==> src/rtl/shcc_pkg.sv <==
package shcc_pkg;

    localparam int SHCC_DATA_W = 32;
    localparam int SHCC_CNT_W  = 6;

    typedef enum logic [1:0] {
        SZ_BYTE = 2'b00,
        SZ_WORD = 2'b01,
        SZ_LONG = 2'b10,
        SZ_ALT  = 2'b11
    } opsize_e;

    typedef struct packed {
        logic n;
        logic z;
        logic v;
        logic c;
        logic x;
    } ccr_t;

    // Number of active bits for a size code.
    function automatic int size_bits(input logic [1:0] sz, input int data_w);
        case (sz)
            SZ_BYTE: size_bits = data_w / 4;
            SZ_WORD: size_bits = data_w / 2;
            default: size_bits = data_w;
        endcase
    endfunction

    // Mask with the low w bits set.
    function automatic logic [SHCC_DATA_W-1:0] low_mask(input int w);
        logic [SHCC_DATA_W-1:0] m;
        m = '0;
        for (int i = 0; i < SHCC_DATA_W; i++) begin
            if (i < w) m[i] = 1'b1;
        end
        return m;
    endfunction

endpackage

==> src/rtl/shcc_left.sv <==
module shcc_left #(
    parameter int DATA_W = 32,
    parameter int CNT_W  = 6,
    localparam int WID_W = $clog2(DATA_W) + 1
) (
    input  logic [DATA_W-1:0] op_sized,
    input  logic [WID_W-1:0]  width,
    input  logic [CNT_W-1:0]  count,
    input  logic              logical,
    output logic [DATA_W-1:0] res,
    output logic              carry,
    output logic              ovf
);
    int  w;
    int  c;
    logic all_one;
    logic all_zero;

    always_comb begin
        w        = int'(width);
        c        = int'(count);
        res      = '0;
        carry    = 1'b0;
        ovf      = 1'b0;
        all_one  = 1'b1;
        all_zero = 1'b1;
        if (c == 0) begin
            res = op_sized;
        end else if (c < w) begin
            for (int i = 0; i < DATA_W; i++) begin
                if (i >= c && i < w) res[i] = op_sized[i-c];
            end
            carry = op_sized[w-c];
            // Bits that pass through the sign position.
            for (int i = 0; i < DATA_W; i++) begin
                if (i >= w - 1 - c && i < w) begin
                    if (op_sized[i]) all_zero = 1'b0;
                    else             all_one  = 1'b0;
                end
            end
            ovf = !(all_one || all_zero);
        end else begin
            res   = '0;
            carry = (c == w) ? op_sized[0] : 1'b0;
            ovf   = (op_sized != '0);
        end
        if (logical) ovf = 1'b0;
    end

endmodule

==> src/rtl/shcc_right.sv <==
module shcc_right #(
    parameter int DATA_W = 32,
    parameter int CNT_W  = 6,
    localparam int WID_W = $clog2(DATA_W) + 1
) (
    input  logic [DATA_W-1:0] op_sized,
    input  logic [WID_W-1:0]  width,
    input  logic [CNT_W-1:0]  count,
    input  logic              logical,
    output logic [DATA_W-1:0] res,
    output logic              carry
);
    int   w;
    int   c;
    logic fill;

    always_comb begin
        w     = int'(width);
        c     = int'(count);
        fill  = logical ? 1'b0 : op_sized[w-1];
        res   = '0;
        carry = 1'b0;
        if (c == 0) begin
            res = op_sized;
        end else if (c < w) begin
            for (int i = 0; i < DATA_W; i++) begin
                if (i < w) res[i] = (i + c < w) ? op_sized[i+c] : fill;
            end
            carry = op_sized[c-1];
        end else begin
            for (int i = 0; i < DATA_W; i++) begin
                if (i < w) res[i] = fill;
            end
            if (logical) carry = (c == w) ? op_sized[w-1] : 1'b0;
            else         carry = fill;
        end
    end

endmodule

==> src/rtl/shcc_flags.sv <==
module shcc_flags #(
    parameter int DATA_W = 32,
    localparam int WID_W = $clog2(DATA_W) + 1
) (
    input  logic [DATA_W-1:0] operand,
    input  logic [DATA_W-1:0] res_sized,
    input  logic [WID_W-1:0]  width,
    output logic [DATA_W-1:0] merged,
    output logic              neg,
    output logic              zero
);
    int w;

    always_comb begin
        w      = int'(width);
        merged = operand;
        zero   = 1'b1;
        for (int i = 0; i < DATA_W; i++) begin
            if (i < w) begin
                merged[i] = res_sized[i];
                if (res_sized[i]) zero = 1'b0;
            end
        end
        neg = res_sized[w-1];
    end

endmodule

==> src/rtl/shift_cc_unit.sv <==
module shift_cc_unit
    import shcc_pkg::*;
#(
    parameter int DATA_W = SHCC_DATA_W,
    parameter int CNT_W  = SHCC_CNT_W,
    localparam int WID_W = $clog2(DATA_W) + 1
) (
    input  logic              clk,
    input  logic              rst,
    input  logic              in_valid,
    input  logic [DATA_W-1:0] operand,
    input  logic [1:0]        op_size,
    input  logic [CNT_W-1:0]  shift_cnt,
    input  logic              dir_left,
    input  logic              logical,
    input  logic              x_in,
    output logic              out_valid,
    output logic [DATA_W-1:0] result,
    output logic              flag_n,
    output logic              flag_z,
    output logic              flag_v,
    output logic              flag_c,
    output logic              flag_x
);
    logic [WID_W-1:0]  width;
    logic [DATA_W-1:0] op_sized;
    logic [DATA_W-1:0] l_res, r_res, sel_res, merged;
    logic              l_c, l_v, r_c, neg, zero;
    ccr_t              ccr_d, ccr_q;
    logic [DATA_W-1:0] res_q;
    logic              vld_q;

    always_comb begin
        width = '0;
        op_sized = '0;
        for (int i = 0; i < DATA_W; i++) begin
            if (i < size_bits(op_size, DATA_W)) op_sized[i] = operand[i];
        end
        width = WID_W'(size_bits(op_size, DATA_W));
    end

    shcc_left #(.DATA_W(DATA_W), .CNT_W(CNT_W)) u_left (
        .op_sized (op_sized),
        .width    (width),
        .count    (shift_cnt),
        .logical  (logical),
        .res      (l_res),
        .carry    (l_c),
        .ovf      (l_v)
    );

    shcc_right #(.DATA_W(DATA_W), .CNT_W(CNT_W)) u_right (
        .op_sized (op_sized),
        .width    (width),
        .count    (shift_cnt),
        .logical  (logical),
        .res      (r_res),
        .carry    (r_c)
    );

    assign sel_res = dir_left ? l_res : r_res;

    shcc_flags #(.DATA_W(DATA_W)) u_flags (
        .operand   (operand),
        .res_sized (sel_res),
        .width     (width),
        .merged    (merged),
        .neg       (neg),
        .zero      (zero)
    );

    always_comb begin
        ccr_d.n = neg;
        ccr_d.z = zero;
        ccr_d.v = dir_left ? l_v : 1'b0;
        ccr_d.c = dir_left ? l_c : r_c;
        ccr_d.x = (shift_cnt != '0) ? ccr_d.c : x_in;
    end

    always_ff @(posedge clk) begin
        if (rst) begin
            vld_q <= 1'b0;
            res_q <= '0;
            ccr_q <= '0;
        end else begin
            vld_q <= in_valid;
            if (in_valid) begin
                res_q <= merged;
                ccr_q <= ccr_d;
            end
        end
    end

    assign out_valid = vld_q;
    assign result    = res_q;
    assign flag_n    = ccr_q.n;
    assign flag_z    = ccr_q.z;
    assign flag_v    = ccr_q.v;
    assign flag_c    = ccr_q.c;
    assign flag_x    = ccr_q.x;

endmodule

==> config.mk <==
export PLATFORM = sky130hd
export DESIGN_NAME = shift_cc_unit
export DESIGN_NICKNAME = d
export VERILOG_FILES = /design/src/rtl/shcc_pkg.sv /design/src/rtl/shcc_left.sv /design/src/rtl/shcc_right.sv /design/src/rtl/shcc_flags.sv /design/src/rtl/shift_cc_unit.sv
export SDC_FILE = /design/constraint.sdc
export NUM_CORES = 1
export LEC_CHECK = 0
export BUFFER_PORTS_ARGS = -buffer_cell sky130_fd_sc_hd__buf_4
export CAP_MARGIN = 15
export CORE_ASPECT_RATIO = 1.5
export CORE_UTILIZATION = 34
export CTS_BUF_LIST = sky130_fd_sc_hd__clkbuf_16
export CTS_CLUSTER_SIZE = 40
export DETAILED_ROUTE_END_ITERATION = 8
export PLACE_DENSITY = 0.55
export SYNTH_ARGS = -nofsm -noshare
export SYNTH_HDL_FRONTEND = slang
export SYNTH_HIERARCHICAL = 1
export SYNTH_SLANG_ARGS = --single-unit
==> constraint.sdc <==
create_clock -name clk -period 6.78 [get_ports clk]
set_clock_uncertainty 0.1 [all_clocks]
set_input_delay 0.678 -clock clk [delete_from_list [all_inputs] [get_ports clk]]
set_output_delay 0.678 -clock clk [all_outputs]
set_load 0.01 [all_outputs]
After elaboration in Yosys (flattened, before gate mapping). Index checks and enable logic that the tools add are counted.

Mux-type cells: 638. Reductions and logical operators: 70. Eq/ne operators: 2. $add $sub $neg: 67. Order comparisons: 227.

Operator list (number): 32-bit by 7-bit less-than comparator with 1-bit output, second input constant (66); 32-bit by 7-bit less-than comparator with 1-bit output (31); 1-bit two-way mux (564); 6-bit by 32-bit greater-or-equal comparator with 1-bit output, first input constant (16); 6-bit by 32-bit less-than comparator with 1-bit output, first input constant (16); 1-bit binary-select mux with 5-bit select (68); 5-bit by 32-bit greater-or-equal comparator with 1-bit output, first input constant (8); 5-bit by 32-bit less-than comparator with 1-bit output, first input constant (8); 32-bit two-way mux (5); 4-bit by 32-bit greater-or-equal comparator with 1-bit output, first input constant (4); 4-bit by 32-bit less-than comparator with 1-bit output, first input constant (4); 5-bit by 6-bit adder with 7-bit output, first input constant (16); 5-bit by 6-bit subtractor with 7-bit output, first input constant (16); 5-bit by 6-bit greater-or-equal comparator with 1-bit output, first input constant (16); 5-bit by 6-bit less-than comparator with 1-bit output, first input constant (16); 3-bit by 32-bit greater-or-equal comparator with 1-bit output, first input constant (2); 1-bit logical AND (64); 3-bit by 32-bit less-than comparator with 1-bit output, first input constant (2); 4-bit by 6-bit adder with 7-bit output, first input constant (8); 4-bit by 6-bit subtractor with 7-bit output, first input constant (8); 4-bit by 6-bit greater-or-equal comparator with 1-bit output, first input constant (8); 4-bit by 6-bit less-than comparator with 1-bit output, first input constant (8); 1-bit by 32-bit greater-or-equal comparator with 1-bit output, first input constant (1); 2-bit by 32-bit greater-or-equal comparator with 1-bit output, first input constant (1); 28 further kinds (48).

Bits in registers: 38. Output and inout port bits: 38.

Longest topological paths before layout.
Word-level depth: 91. Depth in mapped cells: 24.

Modules after synthesis. The synthesis kept the hierarchy.

By module, submodules not included: shcc_right (cells each 868, sequential area each 0.0 um^2, area an instance 7433.4 um^2, instances 1); shcc_left (cells each 707, sequential area each 0.0 um^2, area an instance 5535.3 um^2, instances 1); shift_cc_unit (cells each 201, sequential area each 760.7 um^2, area an instance 1946.9 um^2, instances 1); shcc_flags (cells each 179, sequential area each 0.0 um^2, area an instance 1303.8 um^2, instances 1).

Worst setup path after synthesis. No wires, ideal clock.

Path type: input-to-reg. From: input port op_size[0]. To: register ccr_q (netlist bit flag_n). Stages: 18. Setup slack: 0.890 ns. Required time: 6.553 ns. Arrival: 5.663 ns. Cells stage by stage: nor2_1 -> inv_1 -> ha_1 -> inv_1 -> ha_1 -> a21o_1 -> o41a_1 -> buf_2 -> nor2_1 -> and3_1 -> mux2i_1 -> o21ai_1 -> mux2_2 -> mux4_2 -> mux4_2 -> mux2_2 -> mux2i_1 -> nor2_1.

RTL lines: from (decl) (line shift_cc_unit.sv:12) `input logic [1:0] op_size,`; to (signal assigned) (line shift_cc_unit.sv:89) `ccr_q <= ccr_d;`; to (decl) (line shift_cc_unit.sv:29) `ccr_t ccr_d, ccr_q;`.

==> insert_results.sql <==
INSERT INTO impl_metrics (metric_group, metric, value, unit) VALUES
('status', 'outcome', 'completed', ''),
('global_routing', 'largest_net_degree_at_the_start_of_global_routing', '76', ''),
('critical_path', 'cp_arrival', '5.73', 'ns'),
('cts', 'post_cts_hold_buffer_count', '0', ''),
('synthesis', 'post-synth-top-area-fraction', '0.165', ''),
('critical_path', 'cp.required', '6.91', 'ns'),
('sta', 'report.final.slew_viol_count', '0', ''),
('cts', 'worst_skew_pair.late_latency', '0.29', 'ns'),
('sta', 'timing_worst_slew_pin_value', '1.22', 'ns'),
('power', 'power.ir.vdd_worst', '0.000126', 'V'),
('floorplan', 'io_pins', '84', ''),
('routing', 'drc_marker_count_from_the_first_detailed_route_iteration', '1923', ''),
('critical_path', 'critPathLaunch', 'op_size[1]', ''),
('cts', 'clkTransAtPathRegs', '0.06', 'ns'),
('routing', 'wire_per_inst', '31.5', 'microns'),
('sta', 'timing.final.crit_share', '0.827', ''),
('synthesis', 'synth_warnings', '6', ''),
('routing', 'avgViaCountPerCell', '6.70', ''),
('synthesis', 'syn-mean-instance-area', '8.30', 'sq um'),
('power', 'p_per_area', '149', 'mW/mm^2'),
('sta', 'finalSetupTns', '0', 'ns'),
('cts', 'clock_sink_count', '38', ''),
('global_routing', 'overall_routing_resource_usage', '0.330', ''),
('cts', 'clockRootBuffer', 'sky130_fd_sc_hd__clkbuf_16', ''),
('run', 'max_cap_viol_count', '0', ''),
('min_path', 'hold_depth', '2', ''),
('power', 'p_leak', '7.46', 'nW'),
('synthesis', 'netlist-cell-type-count', '110', ''),
('place', 'detailed_place_hpwl', '61300', 'microns'),
('layout', 'nNetsFinal', '2206', ''),
('critical_path', 'timing.critical_path.fanout_max', '25', ''),
('synthesis', 'synth-seq-cells', '38', ''),
('synthesis', 'synth.largest_area_cell', 'sky130_fd_sc_hd__mux4_2', ''),
('layout', 'area_growth_syn_to_layout', '9.92', '%'),
('layout', 'drive_above_1_share', '0.211', ''),
('synthesis', 'count_of_mapped_cells_out_of_synthesis', '1955', ''),
('synthesis', 'leading_cell_types_by_count_after_synthesis', 'sky130_fd_sc_hd__nand2_1 (199), sky130_fd_sc_hd__ha_1 (157), sky130_fd_sc_hd__mux2i_1 (156), sky130_fd_sc_hd__a21oi_1 (124), sky130_fd_sc_hd__nor2_1 (123)', ''),
('floorplan', 'die_y', '270', 'microns'),
('critical_path', 'r2r_end', 'flag_x', ''),
('sta', 'final.setup.worst_slack', '1.18', 'ns'),
('sta', 'slew_headroom', '0.182', ''),
('global_routing', 'antenna_found_initial', '4', ''),
('routing', 'detail_route.drc_violations', '0', ''),
('floorplan', 'core', '0.0468', 'sq mm'),
('synthesis', 'synth-main-ff-cell', 'sky130_fd_sc_hd__dfxtp_1', ''),
('critical_path', 'crit_path_end_kind', 'flip-flop', ''),
('sta', 'grt_setup_unrepaired', 'false', ''),
('synthesis', 'synth_most_common_cell', 'sky130_fd_sc_hd__nand2_1', ''),
('sta', 'setup-violations-final', '0', ''),
('min_path', 'worst_hold_path.endpoint', 'flag_v', ''),
('synthesis', 'seq_area_frac_synth', '0.0469', ''),
('global_routing', 'first_pass_grt_wire_length', '119000', 'microns'),
('cts', 'cts_setup_buffers', '0', ''),
('critical_path', 'worstSetupPathType', 'primary input to flip-flop', ''),
('synthesis', 'netlist_top_cells_area', 'sky130_fd_sc_hd__mux4_2 (17%), sky130_fd_sc_hd__ha_1 (12%), sky130_fd_sc_hd__mux2i_1 (9.6%)', ''),
('synthesis', 'synth-edff-count', '0', ''),
('cts', 'post_cts.resized_instances', '0', ''),
('sta', 'clock.fmax', '178', 'MHz'),
('global_routing', 'first_global_vias', '17300', ''),
('floorplan', 'die-width', '180', 'microns'),
('synthesis', 'mappedNetlistArea', '0.0162', 'sq mm'),
('layout', 'final_cell_area', '0.0178', 'sq mm'),
('routing', 'route.vias.total', '17400', ''),
('routing', 'totalWireLength', '81800', 'microns'),
('min_path', 'holdCritStartpoint', 'flag_v', ''),
('place', 'dpl_cell_area', '0.0176', 'sq mm'),
('synthesis', 'postSynth.asyncResetShare', '0', ''),
('sta', 'hold_viol_final', '0', ''),
('global_routing', 'grt_overflow', '0', ''),
('layout', 'insertedDiodeCount', '0', ''),
('cts', 'clock_tree.buffer_depth', '2', '');
## final cells by class
class                      count  area [sq um]
inverter                      93           349
timing repair buffer         151          1170
fill                        4879         29000
clock inverter                 3          68.8
tap                          594           743
multi-input combinational   1711         14600
clock buffer                   5           125
sequential                    38           761
## cells by family after synthesis
logic type	count (synthesis)	synth area share
and+or+nand+nor	535	0.157
other	1	0.000231
xor gates and xnor gates	95	0.0557
DFF	38	0.0469
buffers and inverters	242	0.0623
AOI/OAI and AO/OA	506	0.220
muxes	378	0.333
adders and majority gates	160	0.125
## power breakdown
part	internal [mW]	switching, mW
clock network	0.211	0.0992
registers	0.240	0.00906
logic	0.825	1.27
total	1.28	1.37
## cells in the final DEF (no fill, tap or decap), types with 8 or more instances in the layout
cell type | Yosys | final
sky130_fd_sc_hd__nand2b_1 | 19 | 19
sky130_fd_sc_hd__o211ai_1 | 19 | 19
sky130_fd_sc_hd__mux2_2 | 92 | 92
sky130_fd_sc_hd__conb_1 | 1 | 37
sky130_fd_sc_hd__a21o_1 | 20 | 20
sky130_fd_sc_hd__o21ai_1 | 25 | 25
sky130_fd_sc_hd__o31ai_1 | 12 | 12
sky130_fd_sc_hd__inv_1 | 84 | 84
sky130_fd_sc_hd__a22oi_1 | 8 | 8
sky130_fd_sc_hd__o21a_1 | 11 | 11
sky130_fd_sc_hd__nand4_1 | 11 | 11
sky130_fd_sc_hd__a2111oi_0 | 8 | 8
sky130_fd_sc_hd__a311oi_1 | 12 | 12
sky130_fd_sc_hd__a31oi_1 | 25 | 25
sky130_fd_sc_hd__mux2_1 | 11 | 11
sky130_fd_sc_hd__and2_1 | 13 | 13
sky130_fd_sc_hd__nor3_1 | 26 | 25
sky130_fd_sc_hd__a221oi_1 | 19 | 19
sky130_fd_sc_hd__dfxtp_1 | 38 | 38
sky130_fd_sc_hd__xnor2_1 | 73 | 73
sky130_fd_sc_hd__nand3_1 | 40 | 40
sky130_fd_sc_hd__mux4_2 | 119 | 119
sky130_fd_sc_hd__nor4_1 | 14 | 14
sky130_fd_sc_hd__ha_1 | 157 | 156
sky130_fd_sc_hd__buf_4 | 5 | 148
sky130_fd_sc_hd__a32o_1 | 21 | 21
sky130_fd_sc_hd__nor2b_1 | 40 | 40
sky130_fd_sc_hd__nand2_1 | 199 | 199
sky130_fd_sc_hd__o2111ai_1 | 9 | 9
sky130_fd_sc_hd__a211oi_1 | 16 | 16
sky130_fd_sc_hd__o21ai_0 | 68 | 68
sky130_fd_sc_hd__a211o_1 | 9 | 9
sky130_fd_sc_hd__nor2_1 | 123 | 122
sky130_fd_sc_hd__a21oi_1 | 124 | 124
sky130_fd_sc_hd__a22o_1 | 17 | 17
sky130_fd_sc_hd__xor2_1 | 14 | 14
sky130_fd_sc_hd__mux2i_1 | 156 | 156
## worst max-delay path, stage by stage
cell and delay [ns]:
sky130_fd_sc_hd__buf_4 0.09, sky130_fd_sc_hd__nand2b_1 0.13, sky130_fd_sc_hd__ha_2 0.68, sky130_fd_sc_hd__inv_1 0.16, sky130_fd_sc_hd__ha_1 0.30, sky130_fd_sc_hd__o41ai_4 0.62, sky130_fd_sc_hd__nand3b_1 0.42, sky130_fd_sc_hd__a311oi_1 0.47
sky130_fd_sc_hd__mux2i_1 0.28, sky130_fd_sc_hd__o21ai_1 0.12, sky130_fd_sc_hd__mux2_2 0.35, sky130_fd_sc_hd__o21a_1 0.22, sky130_fd_sc_hd__nor2_1 0.11, sky130_fd_sc_hd__o2111ai_1 0.11, sky130_fd_sc_hd__or4_1 0.56, sky130_fd_sc_hd__nor3_2 0.19
sky130_fd_sc_hd__mux2i_1 0.10, sky130_fd_sc_hd__nor2_1 0.11
## state kept, by name, indices dropped and copies added, names as in the netlist
| name | flops |
|---|---|
| flag_c | 1 |
| flag_n | 1 |
| flag_v | 1 |
| flag_x | 1 |
| flag_z | 1 |
| out_valid | 1 |
| result | 32 |
## per-layer routing
layer	wire (microns)	global-route usage
met5	58	0
met2	38900	0.559
met4	7680	0.264
met1	29300	0.363
met3	5910	0.0579
## how the worst max path moves through the flow
stage | to | slack [ns] | cells past startpoint
after floorplan | flag_n | 0.89 | 18
after global placement | flag_n | 1.03 | 20
after detailed placement | flag_z | 1.06 | 18
after CTS | flag_z | 1.35 | 18
after global routing | flag_n | 1.07 | 20
final | flag_z | 1.18 | 18
## metrics by stage
| step | hold WS [ns] | total power, mW | util |
|---|---|---|---|
| 4_1_cts | 0.380 | 2.57 | 0.380 |
| 5_1_grt | 0.393 | 2.78 | 0.381 |
| 2_1_floorplan | 0.390 | 1.63 | - |
| 3_3_place_gp | 0.364 | 2.25 | 0.376 |
| 3_5_place_dp | 0.369 | 2.26 | 0.376 |
| 6_report | 0.375 | 2.65 | 0.381 |
Note: power is estimated with default switching activity, not from simulation.
